--- src/rtl/cnt_stage_pkg.sv ---
`timescale 1ns/1ps
// Package: shared operation encoding and terminal-value helper for the
// counter stage. Assumes decade mode is only used with WIDTH >= 4.
package cnt_stage_pkg;

    // Operation chosen for the next rising edge, listed lowest priority first
    typedef enum logic [1:0] {
        OP_HOLD  = 2'd0,
        OP_COUNT = 2'd1,
        OP_LOAD  = 2'd2,
        OP_CLEAR = 2'd3
    } stage_op_e;

    // Highest legal count: nine in decade mode, all ones otherwise
    function automatic int unsigned term_value(int unsigned width, bit decade);
        if (decade) begin
            return 9;
        end
        return (32'd1 << width) - 32'd1;
    endfunction

endpackage

--- src/rtl/cnt_stage_ctrl.sv ---
`timescale 1ns/1ps
// Module: cnt_stage_ctrl
// Resolves the four active controls into one operation, applying the fixed
// priority clear > load > count > hold. Purely combinational.
module cnt_stage_ctrl
    import cnt_stage_pkg::*;
(
    input  logic      clr_n,
    input  logic      load_n,
    input  logic      cnt_en,
    input  logic      carry_in,
    output stage_op_e op
);

    // Priority decode of the control inputs
    always_comb begin
        if (!clr_n) begin
            op = OP_CLEAR;
        end else if (!load_n) begin
            op = OP_LOAD;
        end else if (cnt_en && carry_in) begin
            op = OP_COUNT;
        end else begin
            op = OP_HOLD;
        end
    end

endmodule

--- src/rtl/cnt_stage_next.sv ---
`timescale 1ns/1ps
// Module: cnt_stage_next
// Computes the value the register takes on the next edge. A count at or
// above the terminal value wraps to zero, so out-of-range states in decade
// mode leave on the first count edge.
module cnt_stage_next
    import cnt_stage_pkg::*;
#(
    parameter int unsigned WIDTH = 4,
    parameter int unsigned TERM  = 15
) (
    input  stage_op_e          op,
    input  logic [WIDTH-1:0]   q,
    input  logic [WIDTH-1:0]   din,
    output logic [WIDTH-1:0]   d
);

    localparam logic [WIDTH-1:0] TERM_Q = TERM[WIDTH-1:0];
    localparam logic [WIDTH-1:0] ONE_Q  = {{(WIDTH-1){1'b0}}, 1'b1};

    // Select the next count from the resolved operation
    always_comb begin
        unique case (op)
            OP_CLEAR: d = '0;
            OP_LOAD:  d = din;
            OP_COUNT: d = (q >= TERM_Q) ? '0 : q + ONE_Q;
            default:  d = q;
        endcase
    end

endmodule

--- src/rtl/cnt_stage_term.sv ---
`timescale 1ns/1ps
// Module: cnt_stage_term
// Terminal-value detect and carry generation for chaining stages. The
// carry is combinational so a chain settles within one clock period.
module cnt_stage_term #(
    parameter int unsigned WIDTH = 4,
    parameter int unsigned TERM  = 15
) (
    input  logic [WIDTH-1:0] q,
    input  logic             carry_in,
    output logic             carry_out
);

    localparam logic [WIDTH-1:0] TERM_Q = TERM[WIDTH-1:0];

    logic at_term;

    // Flag the exact terminal value; out-of-range values never match
    always_comb begin
        at_term = (q == TERM_Q);
    end

    // Pass the carry onward only from the terminal value
    always_comb begin
        carry_out = at_term && carry_in;
    end

endmodule

--- src/rtl/cnt_stage_reg.sv ---
`timescale 1ns/1ps
// Module: cnt_stage_reg
// Count register. SYNC_CLEAR=1 gives a plain clocked register (the clear is
// already folded into d); SYNC_CLEAR=0 adds an asynchronous active-low clear.
module cnt_stage_reg #(
    parameter int unsigned WIDTH      = 4,
    parameter bit          SYNC_CLEAR = 1'b1
) (
    input  logic             clk,
    input  logic             clr_n,
    input  logic [WIDTH-1:0] d,
    output logic [WIDTH-1:0] q
);

    generate
        if (SYNC_CLEAR) begin : g_sync
            // Capture the next value; clearing arrives through d
            always_ff @(posedge clk) begin
                q <= d;
            end
        end else begin : g_async
            // Capture the next value, forced to zero while clear is low
            always_ff @(posedge clk or negedge clr_n) begin
                if (!clr_n) begin
                    q <= '0;
                end else begin
                    q <= d;
                end
            end
        end
    endgenerate

endmodule

--- src/rtl/sync_count_stage.sv ---
`timescale 1ns/1ps
// Module: sync_count_stage
// One presettable synchronous counter stage with carry chaining.
// DECADE selects a 0..9 or full binary sequence; SYNC_CLEAR selects a clear
// taken on the clock edge or one applied immediately. Assumes WIDTH >= 4
// when DECADE is set.
module sync_count_stage
    import cnt_stage_pkg::*;
#(
    parameter int unsigned WIDTH      = 4,
    parameter bit          DECADE     = 1'b0,
    parameter bit          SYNC_CLEAR = 1'b1
) (
    input  logic             clk,
    input  logic             clr_n,
    input  logic             load_n,
    input  logic             cnt_en,
    input  logic             carry_in,
    input  logic [WIDTH-1:0] din,
    output logic [WIDTH-1:0] q,
    output logic             carry_out
);

    localparam int unsigned TERM = term_value(WIDTH, DECADE);

    stage_op_e        op;
    logic [WIDTH-1:0] d;

    cnt_stage_ctrl u_ctrl (
        .clr_n    (clr_n),
        .load_n   (load_n),
        .cnt_en   (cnt_en),
        .carry_in (carry_in),
        .op       (op)
    );

    cnt_stage_next #(.WIDTH(WIDTH), .TERM(TERM)) u_next (
        .op  (op),
        .q   (q),
        .din (din),
        .d   (d)
    );

    cnt_stage_reg #(.WIDTH(WIDTH), .SYNC_CLEAR(SYNC_CLEAR)) u_reg (
        .clk   (clk),
        .clr_n (clr_n),
        .d     (d),
        .q     (q)
    );

    cnt_stage_term #(.WIDTH(WIDTH), .TERM(TERM)) u_term (
        .q         (q),
        .carry_in  (carry_in),
        .carry_out (carry_out)
    );

endmodule

--- config.mk ---
export PLATFORM = sky130hd
export DESIGN_NAME = sync_count_stage
export DESIGN_NICKNAME = d
export VERILOG_FILES = /design/src/rtl/cnt_stage_pkg.sv /design/src/rtl/cnt_stage_ctrl.sv /design/src/rtl/cnt_stage_next.sv /design/src/rtl/cnt_stage_term.sv /design/src/rtl/cnt_stage_reg.sv /design/src/rtl/sync_count_stage.sv
export SDC_FILE = /design/constraint.sdc
export NUM_CORES = 1
export LEC_CHECK = 0
export ABC_CLOCK_PERIOD_IN_PS = 1250
export BUFFER_PORTS_ARGS = -buffer_cell sky130_fd_sc_hd__buf_2
export CORE_AREA = 2 2 39 41
export CTS_CLUSTER_SIZE = 20
export DETAILED_ROUTE_END_ITERATION = 6
export DIE_AREA = 0 0 41 43
export PLACE_DENSITY = 0.41
export SYNTH_ARGS = -nofsm -noshare
export SYNTH_HDL_FRONTEND = slang
export SYNTH_SLANG_ARGS = --single-unit
--- constraint.sdc ---
create_clock -name clk -period 1.25 [get_ports clk]
set_input_delay 0.125 -clock clk [delete_from_list [all_inputs] [get_ports clk]]
set_output_delay 0.125 -clock clk [all_outputs]
set_load 0.02 [all_outputs]
==> flow_summary.rst, run 1 <==
.. list-table::
   :header-rows: 1

   * - Metric
     - Value
   * - Worst slew slack as a fraction of its limit
     - 81.4%
   * - Synth Area in Compound Gates
     - 12.0%
   * - Yosys reg bits
     - 4
   * - Overall via count from detail_route
     - about 230
   * - Hold Path Class
     - input port to flip-flop
   * - Total CTS buffers
     - 3
   * - Antenna violations before repair
     - 0
   * - Unrepaired setup endpoints after global routing
     - yes
   * - Slowest stage cell, crit path
     - sky130_fd_sc_hd__edfxtp_1
   * - Source-to-sink clock delay at the later pin of the worst-skew pair
     - roughly 240 ps
   * - Power density normalized to cell area
     - ~1100 nW/um^2
   * - Number of I/O port buffers
     - 13
   * - Switching Share
     - between 20 and 30%
   * - All-layer global routing usage
     - roughly 8.7%
   * - Sink Count
     - 4
   * - Critical Path Fanout Max
     - 3
   * - Final routed wire length divided by cell count
     - roughly 11 um
   * - # rows
     - 14
   * - Most used cells in the layout excluding fill and tap cells
     - 12 x sky130_fd_sc_hd__buf_2, 4 x sky130_fd_sc_hd__nand2_1, 4 x sky130_fd_sc_hd__edfxtp_1
   * - CTS tree
     - done
   * - Number of flip-flops in the largest register
     - 4
   * - Inst Count DP
     - 52
   * - Leftover overflow at the end of global routing
     - 0
   * - Internal power contribution
     - 303 uW
   * - IO Count
     - 14
   * - Setup CP Type
     - flip-flop to primary output
   * - X dimension of the die
     - 41 um
   * - Filler Cell Count
     - between 100 and 150
   * - Worst endpoint required time
     - 1120 ps
   * - Final Setup Violations
     - 0
   * - Worst clock skew
     - ~0.51 ps
   * - Critical Path Sink Type
     - primary output
   * - Mapped Cells
     - 22
   * - Registers with the most flip-flops
     - u_reg.q x4
   * - Largest stage delay, worst path
     - about 430 ps
   * - GRT met1 Usage
     - 7.82%
   * - Nets
     - 51
   * - Count of final max-slew check failures
     - 0
   * - Multiplexer share of the synthesized area
     - 0%
   * - Met2 global-route usage
     - between 10% and 20%
   * - Arrival time at the worst endpoint
     - ~1100 ps
   * - Combinational share of power
     - between 10% and 20%
   * - Fin. Hold Viols
     - 0
   * - Wire length of the first global-routing pass
     - 903 um
   * - Unique masters post-synth
     - 11
   * - Core box area
     - 1380 um^2
   * - Sequential area share after synthesis
     - 52.2%
   * - Share of final-layout standard cells stronger than drive strength 1
     - between 40% and 50%
   * - Vias per cell
     - 4.22
   * - Adder-cell share of the synthesized area
     - under 10%
   * - # hold bufs at CTS
     - 0
   * - Iter 0 DRT Violations
     - 7
   * - DRT Wirelength
     - 579 um
   * - Share of power burned in registers
     - a little over two fifths
   * - Dominant combinational cell family by area after synthesis
     - simple AND/OR/NAND/NOR gates
   * - Most Used Layer, Global Route
     - met4
   * - Post-Synthesis Cell Area
     - 230 um^2
   * - Worst-Margin Slew
     - roughly 280 ps
   * - Post-route insts no fill
     - 55
   * - Share of the synthesized netlist area taken by xor and xnor gates
     - under 10%
   * - Most frequent standard cell in the layout excluding fill and tap cells
     - sky130_fd_sc_hd__buf_2
   * - Reported leakage power
     - about 0.17 nW
   * - Effective utilization at floorplan
     - 16.6%
   * - Proportion of power drawn by the clock network
     - ~40%
   * - Utilization of the core after routing
     - between 20% and 30%
   * - Per-instance average area after synthesis
     - 10.5 um^2
   * - DRC violations left
     - 0
   * - Number of antenna cells inserted
     - 0
   * - Outcome
     - completed
   * - Final cycle utilization of the critical path
     - around 100%
   * - Root Buffer
     - sky130_fd_sc_hd__clkbuf_4
   * - Maximum clock insertion buffer count
     - 2
   * - Sw Pwr
     - approximately 110 uW
   * - Die height
     - around 43 um
   * - GRT met3 Usage
     - 3.14%
   * - Startpoint types
     - flip-flop
   * - Clock slew at the register clock pins of the worst setup and hold paths
     - 40 ps
   * - Maximum achievable frequency
     - roughly 800 MHz
   * - Synthesized-area fraction occupied by and/or/nand/nor cells
     - a little over a fifth
   * - Synthesized net count
     - 32
   * - Detail Route Antenna Nets
     - 0
   * - Largest vdd supply drop
     - 190 uV
   * - Post-layout min period
     - approximately 1200 ps
   * - Drt pass-1 iters
     - 4
   * - Area grow syn2layout
     - 58.7%
   * - Critical path cell sequence
     - ha_4, nand3_2, nor2_1, buf_4
   * - Synth warn
     - 0
   * - Pin count of the biggest net entering global routing
     - 5
   * - Vias in the first global route
     - 237
   * - Total of max-cap violations
     - 0
   * - H-Tree Depth
     - 1
   * - Final Wtd Congestion
     - about 0.7
   * - Largest register by flop count
     - u_reg.q
   * - Die Area
     - between 1500 and 2000 um^2
   * - Post-CTS Repair Setup Buffers
     - 0
-- through the flow --
stage | power, mW | TNS, ps | hold slack [ps] | instance area [um^2] | worst slack [ps]
after CTS | 0.413 | -19.8 | 169 | 355 | -19.8
final | 0.408 | 0 | 176 | 365 | 6.03
after global placement | 0.242 | 0 | 411 | 325 | 79.7
after global routing | 0.426 | -77.3 | 177 | 365 | -59.7
after detailed placement | 0.244 | 0 | 418 | 325 | 42.6
after floorplan | 0.208 | -56.6 | 319 | 233 | -56.6
-- per-layer routing --
metal	up-vias	routed length, um
met5	-	0
met4	0	0
met3	0	49
met2	10	317
met1	107	213
li1	115	-
-- path summary, 6_finish.rpt --
| check | cells past startpoint | to | from | slack, ps |
|---|---|---|---|---|
| worst max-delay path | 4 | carry_out | u_reg.q[1]$_DFFE_PP_ | 6 |
| worst min-delay path | 3 | u_reg.q[3]$_DFFE_PP_ | din[3] | 180 |
| worst max register to register | 3 | u_reg.q[2]$_DFFE_PP_ | u_reg.q[1]$_DFFE_PP_ | 40 |
| worst min register to register | 2 | u_reg.q[3]$_DFFE_PP_ | u_reg.q[3]$_DFFE_PP_ | 690 |
-- critical path, delay by kind of cell, from the launching register on --
kind          cells  cell delay [ps]
simple gates      2              110
buf+inv           1              140
fa+ha+maj         1              200
flops             1              430
-- cell usage after synthesis --
master / count / area share (%)
sky130_fd_sc_hd__nand3_1: 3 / 6.5
sky130_fd_sc_hd__nor2_1: 1 / 1.6
sky130_fd_sc_hd__ha_1: 1 / 5.4
sky130_fd_sc_hd__xor2_1: 2 / 7.6
sky130_fd_sc_hd__inv_1: 1 / 1.6
sky130_fd_sc_hd__and4_1: 1 / 3.8
sky130_fd_sc_hd__nor2b_1: 1 / 2.7
sky130_fd_sc_hd__nand2_1: 4 / 6.5
sky130_fd_sc_hd__a22o_1: 2 / 7.6
sky130_fd_sc_hd__edfxtp_1: 4 / 52
sky130_fd_sc_hd__o21ai_1: 2 / 4.3
-- power by group through the flow --
stage / Sequential [mW] / Combinational [mW] / Clock (mW)
6_report: 0.174 / 0.0724 / 0.162
3_5_place_dp: 0.173 / 0.0704 / 0
3_3_place_gp: 0.173 / 0.0694 / 0
4_1_cts: 0.172 / 0.0713 / 0.170
2_1_floorplan: 0.187 / 0.0212 / 0
5_1_grt: 0.176 / 0.0801 / 0.171
-- final cells by class --
cell class / count / area, um^2 / area share (%)
flip-flops and latches: 4 / 120 / 32.9
well taps: 16 / 20.0 / 5.48
repair buffers: 14 / 75.1 / 20.5
clock buffers: 3 / 22.5 / 6.16
multi-input cells: 17 / 124 / 33.9
inverters: 1 / 3.75 / 1.03
-- cells by family (layout without fill, tap and decap cells) --
| group | count (synthesis) | after routing |
|---|---|---|
| simple gates | 10 | 10 |
| compound gates | 4 | 4 |
| flops | 4 | 4 |
| xor+xnor | 2 | 2 |
| fa+ha+maj | 1 | 1 |
| buf+inv | 1 | 18 |
-- what timing repair did --
item / 4_1_cts / 5_1_grt
gates resized for setup: 2 / 1
endpoints found under the setup margin: 1 / 2
endpoints found under the hold margin: 0 / 0
pin swaps: 1 / 0
(Power assumes the default switching activity.)
==> inputs of run 2 (changes only) <==
--- a/config.mk
+++ b/config.mk
@@ -5,13 +5,13 @@
 export SDC_FILE = /design/constraint.sdc
 export NUM_CORES = 1
 export LEC_CHECK = 0
-export ABC_CLOCK_PERIOD_IN_PS = 1250
+export ABC_CLOCK_PERIOD_IN_PS = 1400
 export BUFFER_PORTS_ARGS = -buffer_cell sky130_fd_sc_hd__buf_2
 export CORE_AREA = 2 2 39 41
 export CTS_CLUSTER_SIZE = 20
 export DETAILED_ROUTE_END_ITERATION = 6
 export DIE_AREA = 0 0 41 43
-export PLACE_DENSITY = 0.41
+export PLACE_DENSITY = 0.4
 export SYNTH_ARGS = -nofsm -noshare
 export SYNTH_HDL_FRONTEND = slang
 export SYNTH_SLANG_ARGS = --single-unit
==> constraint.sdc (replaced) <==
create_clock -name clk -period 1.4 [get_ports clk]
set_input_delay 0.14 -clock clk [delete_from_list [all_inputs] [get_ports clk]]
set_output_delay 0.14 -clock clk [all_outputs]
set_load 0.02 [all_outputs]
==> run 2 against run 1 <==
Net effect: first-iteration DRC count decreased by 100%; utilization decreased by 1.4 points; final cell count unchanged; critical path type unchanged.
==> flow_summary.rst, run 2 (synthesized netlist as in run 1, its figures left out) <==
.. list-table::
   :header-rows: 1

   * - Metric
     - Value
   * - Number of flip-flops in the largest register
     - 4 (unchanged)
   * - Unrepaired setup endpoints after global routing
     - no
   * - Pin count of the biggest net entering global routing
     - 5 (unchanged)
   * - Total of cells resized after clock tree synthesis
     - 0 (-2)
   * - Largest vdd supply drop
     - 292 uV (+53%)
   * - Source-to-sink clock delay at the later pin of the worst-skew pair
     - 230 ps (about the same)
   * - IO Count
     - 14 (unchanged)
   * - H-Tree Depth
     - 1 (unchanged)
   * - Vias per cell
     - 4.22 (unchanged)
   * - Worst slew slack as a fraction of its limit
     - 82.0% (+0.59 points)
   * - Fin. Hold Viols
     - 0 (unchanged)
   * - # hold bufs at CTS
     - 0 (unchanged)
   * - Sw Pwr
     - 83.0 uW (-22%)
   * - Most used cells in the layout excluding fill and tap cells
     - 13 x sky130_fd_sc_hd__buf_2, 4 x sky130_fd_sc_hd__nand2_1, 4 x sky130_fd_sc_hd__edfxtp_1
   * - Leftover overflow at the end of global routing
     - 0 (unchanged)
   * - Worst clock skew
     - 0.340 ps (-0.166 ps)
   * - Startpoint types
     - flip-flop
   * - Critical Path Fanout Max
     - 3 (unchanged)
   * - Inst Count DP
     - 52 (unchanged)
   * - Most frequent standard cell in the layout excluding fill and tap cells
     - sky130_fd_sc_hd__buf_2
   * - Area grow syn2layout
     - 50.0%
   * - Placed wire-length estimate
     - 483 um
   * - Proportion of power drawn by the clock network
     - 38.9% (-0.7 points)
   * - X dimension of the die
     - 41 um (unchanged)
   * - Maximum clock insertion buffer count
     - 2 (unchanged)
   * - Wire length of the first global-routing pass
     - 862 um (-4.5%)
   * - Total CTS buffers
     - 3 (unchanged)
   * - Largest register by flop count
     - u_reg.q
   * - Nets
     - 51 (unchanged)
   * - Post-layout min period
     - around 1300 ps
   * - Post-route setup TNS
     - 0 ps (unchanged)
   * - Arrival time at the worst endpoint
     - 1150 ps (+30 ps)
   * - Internal power contribution
     - 267 uW (-12%)
   * - Die Area
     - 1760 um^2 (unchanged)
   * - Hold Path Class
     - input port to flip-flop
   * - Least setup slack across all paths after layout
     - 108 ps (+102 ps)
   * - Worst endpoint required time
     - 1260 ps (+140 ps)
   * - Vias in the first global route
     - 241 (+1.7%)
   * - All-layer global routing usage
     - 8.17% (-0.50 points)
   * - Iter 0 DRT Violations
     - 0 (-7)
   * - Overall via count from detail_route
     - 232 (unchanged)
   * - Reported leakage power
     - 0.170 nW (+0.81%)
   * - DRT Wirelength
     - 552 um (-4.7%)
   * - Setup CP Type
     - flip-flop to primary output
   * - Post-CTS Repair Setup Buffers
     - 0 (unchanged)
   * - Critical Path Sink Type
     - primary output
   * - Final Setup Violations
     - 0 (unchanged)
   * - Final Wtd Congestion
     - 0.715 (+3.2%)
   * - Share of final-layout standard cells stronger than drive strength 1
     - 43.6% (-5.1 points)
   * - Drt pass-1 iters
     - 1 (-3)
   * - Root Buffer
     - sky130_fd_sc_hd__clkbuf_4
   * - Antenna violations before repair
     - 0 (unchanged)
   * - Power density normalized to cell area
     - 1010 nW/um^2 (-9.2%)
   * - Clock slew at the register clock pins of the worst setup and hold paths
     - 30 ps (about the same)
   * - Total of max-cap violations
     - 0 (unchanged)
   * - Final routed wire length divided by cell count
     - 10.0 um (-4.7%)
   * - Registers with the most flip-flops
     - u_reg.q x4
   * - Effective utilization at floorplan
     - 16.6% (unchanged)
   * - # rows
     - 14 (unchanged)
   * - CTS tree
     - done
   * - Post-route insts no fill
     - 55 (unchanged)
   * - Final cycle utilization of the critical path
     - 92.3%
   * - Switching Share
     - 23.7% (-2.2 points)
   * - Detail Route Antenna Nets
     - 0 (unchanged)
   * - Worst-case setup slack after placement
     - 173 ps (+131 ps)
   * - DRC violations left
     - 0 (unchanged)
   * - Number of antenna cells inserted
     - 0 (unchanged)
   * - Maximum achievable frequency
     - approximately 770 MHz
   * - Outcome
     - completed
   * - Die height
     - 43 um (unchanged)
   * - Combinational share of power
     - 17.7% (about the same)
   * - Share of power burned in registers
     - 43.4% (+0.7 points)
   * - Number of I/O port buffers
     - 13 (unchanged)
   * - Worst-Margin Slew
     - 270 ps (-8.85 ps)
   * - Count of final max-slew check failures
     - 0 (unchanged)
   * - Core box area
     - 1380 um^2 (unchanged)
   * - Filler Cell Count
     - 162 (+12%)
   * - Sink Count
     - 4 (unchanged)
-- run 2: cell counts in the layout (fill, tap and decap cells not counted) --
No cell type changed its count.
-- run 2: through the flow --
| step | power [mW] | hold slack [ps] | utilization, % | cell area (um^2) |
|---|---|---|---|---|
| global route | 0.374 | 203 | 25.0 | 345 |
| detailed placement | 0.216 | 441 | 23.3 | 323 |
| global placement | 0.216 | 426 | 23.3 | 323 |
| CTS | 0.360 | 198 | 25.0 | 345 |
| finish | 0.350 | 202 | 25.0 | 345 |
| floorplan | 0.185 | 334 | - | 230 |
-- run 2: critical path, stage by stage, from the launching register on --
cell                       delay [ps]
sky130_fd_sc_hd__edfxtp_1         390
sky130_fd_sc_hd__ha_1             220
sky130_fd_sc_hd__nand3_1          110
sky130_fd_sc_hd__nor2_1            50
sky130_fd_sc_hd__buf_2            150
-- run 2: cell type report --
class                   count  area [um^2]  share of cell area, %
repair buffers             14         72.6                   21.0
flip-flops and latches      4          120                   34.8
inverters                   1         3.75                   1.09
well taps                  16         20.0                   5.80
clock buffers               3         22.5                   6.52
multi-input cells          17          106                   30.8
-- run 2: worst paths after layout --
check	startpoint	slack (ps)	cells after the start	to
worst max-delay path	u_reg.q[1]$_DFFE_PP_	110	4	carry_out
worst min-delay path	din[0]	200	3	u_reg.q[0]$_DFFE_PP_
worst max register to register	u_reg.q[1]$_DFFE_PP_	170	3	u_reg.q[2]$_DFFE_PP_
worst min register to register	u_reg.q[3]$_DFFE_PP_	680	2	u_reg.q[3]$_DFFE_PP_
-- run 2: metal layers --
metal  vias to the layer above  track usage (%)  wire, um  part of all wire, %
met4                         0             12.0        22                  4.0
met2                        11             11.9       277                   50
met1                       104             7.17       211                   38
li1                        115                -         -                    -
met5                         -                0         0                    0
met3                         2             1.57        41                  7.4
-- run 2: power by group through the flow --
| stage | registers [mW] | clock network, mW | logic, mW |
|---|---|---|---|
| final | 0.152 | 0.136 | 0.0620 |
| after floorplan | 0.167 | 0 | 0.0186 |
| after detailed placement | 0.154 | 0 | 0.0622 |
| after CTS | 0.153 | 0.144 | 0.0628 |
| after global placement | 0.154 | 0 | 0.0619 |
| after global routing | 0.153 | 0.152 | 0.0681 |
